<file path="config.mk">
export PLATFORM = sky130hd
export DESIGN_NAME = xfer_pair
export DESIGN_NICKNAME = d
export VERILOG_FILES = /design/src/rtl/xfer_pkg.sv /design/src/rtl/xfer_shadow_reg.sv /design/src/rtl/xfer_pipe_reg.sv /design/src/rtl/xfer_port_ctrl.sv /design/src/rtl/xfer_pair.sv
export SDC_FILE = /design/constraint.sdc
export NUM_CORES = 1
export LEC_CHECK = 0
export ABC_AREA = 1
export ABC_CLOCK_PERIOD_IN_PS = 800
export BUFFER_PORTS_ARGS = -buffer_cell sky130_fd_sc_hd__buf_2
export CORE_MARGIN = 2
export CORE_UTILIZATION = 35
export DETAILED_ROUTE_END_ITERATION = 12
export SLEW_MARGIN = 40
export SYNTH_ARGS = -nofsm -noshare
export SYNTH_HDL_FRONTEND = slang
export SYNTH_SLANG_ARGS = --single-unit
</file>
<file path="constraint.sdc">
create_clock -name clk_i -period 0.8 [get_ports clk_i]
set_input_delay 0.2 -clock clk_i [delete_from_list [all_inputs] [get_ports clk_i]]
set_output_delay 0.2 -clock clk_i [all_outputs]
set_load 0.02 [all_outputs]
</file>
<file path="src/rtl/xfer_pkg.sv">
package xfer_pkg;

  typedef enum logic [1:0] {
    SH_SHIFT   = 2'd0,
    SH_LD_PORT = 2'd1,
    SH_LD_PIPE = 2'd2,
    SH_HOLD    = 2'd3
  } sh_op_e;

  function automatic sh_op_e decode_sh_op(input logic mode, input logic sdi,
                                          input logic oe_n);
    if (!mode)    return SH_SHIFT;
    else if (sdi) return SH_HOLD;
    else if (oe_n) return SH_LD_PORT;
    else          return SH_LD_PIPE;
  endfunction

endpackage

</file>
<file path="src/rtl/xfer_shadow_reg.sv">
module xfer_shadow_reg
  import xfer_pkg::*;
#(
  parameter int WIDTH = 8
) (
  input  logic             clk_i,
  input  logic             rst_ni,
  input  logic             stb_i,
  input  sh_op_e           op_i,
  input  logic             sdi_i,
  input  logic [WIDTH-1:0] port_i,
  input  logic [WIDTH-1:0] pipe_i,
  output logic [WIDTH-1:0] q_o
);

  logic [WIDTH-1:0] q_q, q_d;

  for (genvar i = 0; i < WIDTH; i++) begin : g_bit
    logic shift_in;
    if (i == 0) begin : g_lsb
      assign shift_in = sdi_i;
    end else begin : g_mid
      assign shift_in = q_q[i-1];
    end
    always_comb begin
      unique case (op_i)
        SH_SHIFT:   q_d[i] = shift_in;
        SH_LD_PORT: q_d[i] = port_i[i];
        SH_LD_PIPE: q_d[i] = pipe_i[i];
        default:    q_d[i] = q_q[i];
      endcase
    end
  end

  always_ff @(posedge clk_i or negedge rst_ni) begin
    if (!rst_ni)    q_q <= '0;
    else if (stb_i) q_q <= q_d;
  end

  assign q_o = q_q;

endmodule

</file>
<file path="src/rtl/xfer_pipe_reg.sv">
module xfer_pipe_reg #(
  parameter int WIDTH = 8
) (
  input  logic             clk_i,
  input  logic             rst_ni,
  input  logic             stb_i,
  input  logic             mode_i,
  input  logic [WIDTH-1:0] port_i,
  input  logic [WIDTH-1:0] shadow_i,
  output logic [WIDTH-1:0] q_o
);

  logic [WIDTH-1:0] q_q;

  // shadow_i is the pre-edge value, so a same-cycle shadow load swaps
  always_ff @(posedge clk_i or negedge rst_ni) begin
    if (!rst_ni)    q_q <= '0;
    else if (stb_i) q_q <= mode_i ? shadow_i : port_i;
  end

  assign q_o = q_q;

endmodule

</file>
<file path="src/rtl/xfer_port_ctrl.sv">
module xfer_port_ctrl
  import xfer_pkg::*;
(
  input  logic   clk_i,
  input  logic   rst_ni,
  input  logic   sclk_stb_i,
  input  sh_op_e op_i,
  input  logic   mode_i,
  input  logic   sdi_i,
  input  logic   y_oe_ni,
  input  logic   sh_msb_i,
  output logic   drive_o,
  output logic   sdo_o,
  output logic   y_oe_o
);

  logic drive_q;

  always_ff @(posedge clk_i or negedge rst_ni) begin
    if (!rst_ni)         drive_q <= 1'b0;
    else if (sclk_stb_i) drive_q <= (op_i == SH_HOLD);
  end

  assign drive_o = drive_q;
  assign sdo_o   = mode_i ? sdi_i : sh_msb_i;
  assign y_oe_o  = ~y_oe_ni;

endmodule

</file>
<file path="src/rtl/xfer_pair.sv">
module xfer_pair
  import xfer_pkg::*;
#(
  parameter int WIDTH = 8
) (
  input  logic             clk_i,
  input  logic             rst_ni,
  input  logic             mode_i,
  input  logic             sdi_i,
  input  logic             y_oe_ni,
  input  logic             sclk_stb_i,
  input  logic             oclk_stb_i,
  input  logic [WIDTH-1:0] dq_i,
  output logic [WIDTH-1:0] dq_o,
  output logic             dq_oe_o,
  input  logic [WIDTH-1:0] y_i,
  output logic [WIDTH-1:0] y_o,
  output logic             y_oe_o,
  output logic             sdo_o
);

  localparam int MsbIdx = WIDTH - 1;

  sh_op_e           sh_op;
  logic [WIDTH-1:0] shadow_q;
  logic [WIDTH-1:0] pipe_q;

  assign sh_op = decode_sh_op(mode_i, sdi_i, y_oe_ni);

  xfer_shadow_reg #(.WIDTH(WIDTH)) i_shadow (
    .clk_i  (clk_i),
    .rst_ni (rst_ni),
    .stb_i  (sclk_stb_i),
    .op_i   (sh_op),
    .sdi_i  (sdi_i),
    .port_i (y_i),
    .pipe_i (pipe_q),
    .q_o    (shadow_q)
  );

  xfer_pipe_reg #(.WIDTH(WIDTH)) i_pipe (
    .clk_i    (clk_i),
    .rst_ni   (rst_ni),
    .stb_i    (oclk_stb_i),
    .mode_i   (mode_i),
    .port_i   (dq_i),
    .shadow_i (shadow_q),
    .q_o      (pipe_q)
  );

  xfer_port_ctrl i_ctrl (
    .clk_i      (clk_i),
    .rst_ni     (rst_ni),
    .sclk_stb_i (sclk_stb_i),
    .op_i       (sh_op),
    .mode_i     (mode_i),
    .sdi_i      (sdi_i),
    .y_oe_ni    (y_oe_ni),
    .sh_msb_i   (shadow_q[MsbIdx]),
    .drive_o    (dq_oe_o),
    .sdo_o      (sdo_o),
    .y_oe_o     (y_oe_o)
  );

  assign dq_o = shadow_q;
  assign y_o  = pipe_q;

endmodule

</file>
* Yosys cells after proc, flatten, opt, wreduce, memory -nomap -nowiden *
Index checks and enable logic that the tools add are counted.

storage, ports and cells
  register bits = 17
  output and inout port bits = 19
  input port bits = 23
  word-level logic and storage cells = 23

operators by class
  multiplexer cells = 13
  bitwise logic cells = 1
  eq/ne operators = 3
  reductions and logical operators = 3

operators by type and width
  cell                                           count
  case mux 1 bit (3 select lines)                8
  two-way mux 8 bit                              1
  two-way mux 2 bit                              3
  == test 2 bit, second input constant           2
  nonzero test 3 bit                             1
  == test 2 x 1 -> 1 bit, second input constant  1
  logical NOT 2 bit                              1
  AND reduction 2 bit                            1
  two-way mux 1 bit                              1
  inverter 1 bit                                 1

* Logic depth before layout (Yosys ltp) *
  depth in word-level cells = 6
  depth in mapped cells = 8
  gate-level depth less buffers = 6

* Modules after synthesis *
Synthesis repeated with hierarchy kept, for this count alone.

unflattened totals
  cell total of the unflattened synthesis = 167
  area, all modules = 1094.8 sq um

modules (own cells, without submodules)
  module           cells each  seq. area each (sq um)  area each (sq um)  instances
  xfer_shadow_reg  84          200.2                   551.8              1
  xfer_pipe_reg    68          200.2                   459.2              1
  xfer_port_ctrl   10          25.0                    60.1               1
  xfer_pair        5           0.0                     23.8               1

* Worst setup path before layout *
OpenSTA, ideal clock, no wires.

  path type = in2out
  start = in mode_i
  end = out sdo_o
  path slack = -0.375 ns
  buffers on the path = 2
  required time = 0.600 ns
  stages = 3
  data arrival time = 0.975 ns
  cells stage by stage = buf_6 > buf_2 > o21ai_0

between the ends
  word-level cells in the longest chain between the ends = 1

RTL lines
  item               RTL line              RTL
  from (decl)        xfer_pair.sv:8        input logic mode_i,
  two-way mux 1 bit  xfer_port_ctrl.sv:25  assign sdo_o = mode_i ? sdi_i : sh_msb_i;
  to (decl)          xfer_pair.sv:19       output logic sdo_o

No other way between the ends.

* Final worst setup path *
  start = reg i_shadow.q_q[7] (netlist: i_shadow.q_o[7])
  end = out sdo_o

between the ends
  word-level cells in the longest chain between the ends = 1

RTL lines
  item                    RTL line               RTL
  from (decl)             xfer_shadow_reg.sv:16  logic [WIDTH-1:0] q_q, q_d;
  from (signal assigned)  xfer_shadow_reg.sv:37  else if (stb_i) q_q <= q_d;
  two-way mux 1 bit       xfer_port_ctrl.sv:25

No other way between the ends.

==> impl_results.md <==
- Status: complete, but fails checks
- Failing checks: setup timing
- First-pass GRT wire length: between 5 and 6 mm
- Critical path peak fanout: 2
- CP Class: reg2out
- Share of layout cells above drive strength 1: approximately 58%
- Clk_lat worst skew: around 0.28 ns
- Setup TNS: -6.086 ns
- Number of CTS-inserted buffers: 3
- Most common cell after layout, fill and taps aside: buf_6
- Cell Pwr Density: between 1500 and 2000 mW/mm^2
- Layout filler cell count: 253
- #FFs+latches synth: 17
- Worst slew pin tran: roughly 0.44 ns
- GRT overflow: 0
- H-Tree Depth: 1
- Final setup fails: 34
- Post-Synthesis Net Count: between 150 and 200
- Crit start category: flop
- RSZ-0062 raised after global routing: true
- Pin count of the biggest net entering global routing: 21
- Slew Viols, Final: 0
- Worst Setup End Kind: primary output
- Routed WL: 3.385 mm
- Relative slew slack: 70.57%
- GRT Resource Usage Total: 21.19%
- Nets: 225
- Longest Clk Path Bufs: 2
- Number of antenna-violating nets in the routed design: 0
- Die Ht: 57.25 um
- Sink Count: 17
- CTS tree: yes
- Overall die area: 0.003277 sq mm
- Seq/Total Area, Yosys: 42.88%
- CTS clk-pin slew, worst paths: about 0.11 ns
- # rows: 19
- Vias in the first global route: about 1.2k
- WP data required: 0.60 ns
- Worst vdd ir: 1.044 mV
- Post-Syn Area: 992.2 sq um
- Placer Congestion: 0.7829
- Syn Area/Cell: 7.242 sq um
- Fmax: 0.8610 GHz
- Root Buffer: clkbuf_4
- Die width: ~57 um
- Max cap viols: 0
- Initial antenna violation count: 0
- Hold Crit Class: in2reg
- Diode count: 0
- Leak: 0.8481 nW
- Ys Warns: 0
- Buffers on Ports: 41
- DRC Markers: 0
- Hold Vio Cnt, Final: 0
- Min Tclk post-route: 1.161 ns
- # IOs: 42
- Worst Path Arrival: 0.96 ns
- First drt pass iteration count: 4
- Core area: 0.002734 sq mm
- Routed len/inst: 14.59 um
- Layout area overhead: 75.54%
- DRT iter0 DRCs: 37
- Setup WS post-layout: -0.3615 ns
- Synth Instances: 137
- Layout Utilization: 63.71%
- Distinct cells, synth: 19
- Final HPWL DP: 2.058 mm
- Clk_skew: 0.005299 ns
- Vias per cell: 5.069
- Initial core utilization: 36.29%
- Vias: 1176
- Worst hold slack: 0.1474 ns
- Most frequent cells in the layout: buf_6, nand2_1, buf_2, buf_4, nand3_1
- Fin crit share: 145.2%
==> through the flow <==
step	power, mW	cell area [sq um]	std cells	setup WS (ns)
floorplan	1.649	1056	137	-0.1042
global placement	1.956	1308	210	-0.2570
detailed placement	1.980	1308	210	-0.3139
CTS	2.864	1628	231	-0.3671
global route	3.222	1742	232	-0.4351
finish	3.024	1742	232	-0.3615
==> worst paths after layout <==
path                                   end  slack [ns]            start  cells past startpoint
setup reg to reg           i_shadow.q_o[4]       -0.22  i_shadow.q_o[3]                      7
min in group asynchronous  i_shadow.q_o[0]        0.36           rst_ni                      2
hold / removal               i_pipe.q_o[1]        0.15          dq_i[1]                      3
setup / recovery                     sdo_o       -0.36  i_shadow.q_o[7]                      3
max in group asynchronous  i_shadow.q_o[4]        0.12           rst_ni                      2
hold reg to reg             i_ctrl.drive_o        0.51   i_ctrl.drive_o                      1
==> timing repair <==
item                       CTS  global route
buffers inserted            16             2
gates resized for setup     52            33
pin swaps                   21            10
cloned                       0             0
setup endpoints to repair   26            34
hold endpoints to repair    17             0
hold buffers                 1             0
==> critical path, cell delays in order (launching register included) <==
cell and delay (ns):
dfrtp_1 0.38, inv_2 0.06, o21ai_4 0.11, buf_6 0.12
==> sequential cells by signal (all words and copies together), names as in the netlist <==
register / count
i_shadow.q_o: 8
i_pipe.q_o: 8
i_ctrl.drive_o: 1
==> area by class of cell <==
class                           instances  area, sq um  share of cell area (%)
Clock buffer                            4        26.28                   1.509
Inverter                               20        97.59                   5.603
Multi-Input combinational cell         92        558.0                   32.04
Sequential cell                        17        435.4                   25.00
Tap cell                               31        38.79                   2.227
Timing Repair Buffer                   68        585.6                   33.62
==> Yosys cell counts <==
master | number | area share [%]
a31oi_1 | 8 | 5.0
buf_2 | 3 | 1.5
buf_4 | 2 | 1.5
buf_6 | 2 | 2.3
clkbuf_1 | 1 | 0.38
dfrtp_1 | 17 | 43
inv_1 | 17 | 6.4
inv_2 | 3 | 1.1
nand2_1 | 32 | 12
nand2_2 | 1 | 0.63
nand2_4 | 1 | 1.1
nand3_1 | 15 | 7.6
nand3_2 | 1 | 1.0
nand4_1 | 8 | 5.0
nor2_1 | 22 | 8.3
nor2_2 | 1 | 0.63
nor2_4 | 1 | 1.1
o21a_1 | 1 | 0.76
o21ai_0 | 1 | 0.50
==> cell families (layout without fill, tap and decap cells) <==
logic type,after synthesis,after routing,share of synthesized area (%)
and+or+nand+nor,82,82,37.58
buffers and inverters,28,92,13.24
DFF,17,17,42.88
AOI/OAI and AO/OA,10,10,6.305
==> routing by layer <==
| layer | share of wire, % | up-vias | GRT usage, % | wire length [um] |
|---|---|---|---|---|
| met1 | 41 | 567 | 28.14 | 1371 |
| met2 | 54 | 39 | 36.62 | 1832 |
| met5 | 0 | - | 0 | 0 |
| met4 | 1.2 | 0 | 4.319 | 42 |
| met3 | 4.1 | 4 | 3.401 | 139 |
| li1 | - | 566 | - | - |
==> power by group <==
| group | leakage, nW | switching [mW] | total, mW | internal [mW] |
|---|---|---|---|---|
| logic | 0.648 | 0.711 | 1.44 | 0.730 |
| registers | 0.185 | 0.115 | 1.11 | 0.993 |
| clock network | 0.0150 | 0.282 | 0.475 | 0.193 |
| total | 0.848 | 1.11 | 3.02 | 1.92 |
Power figures use the tool's default switching activity.
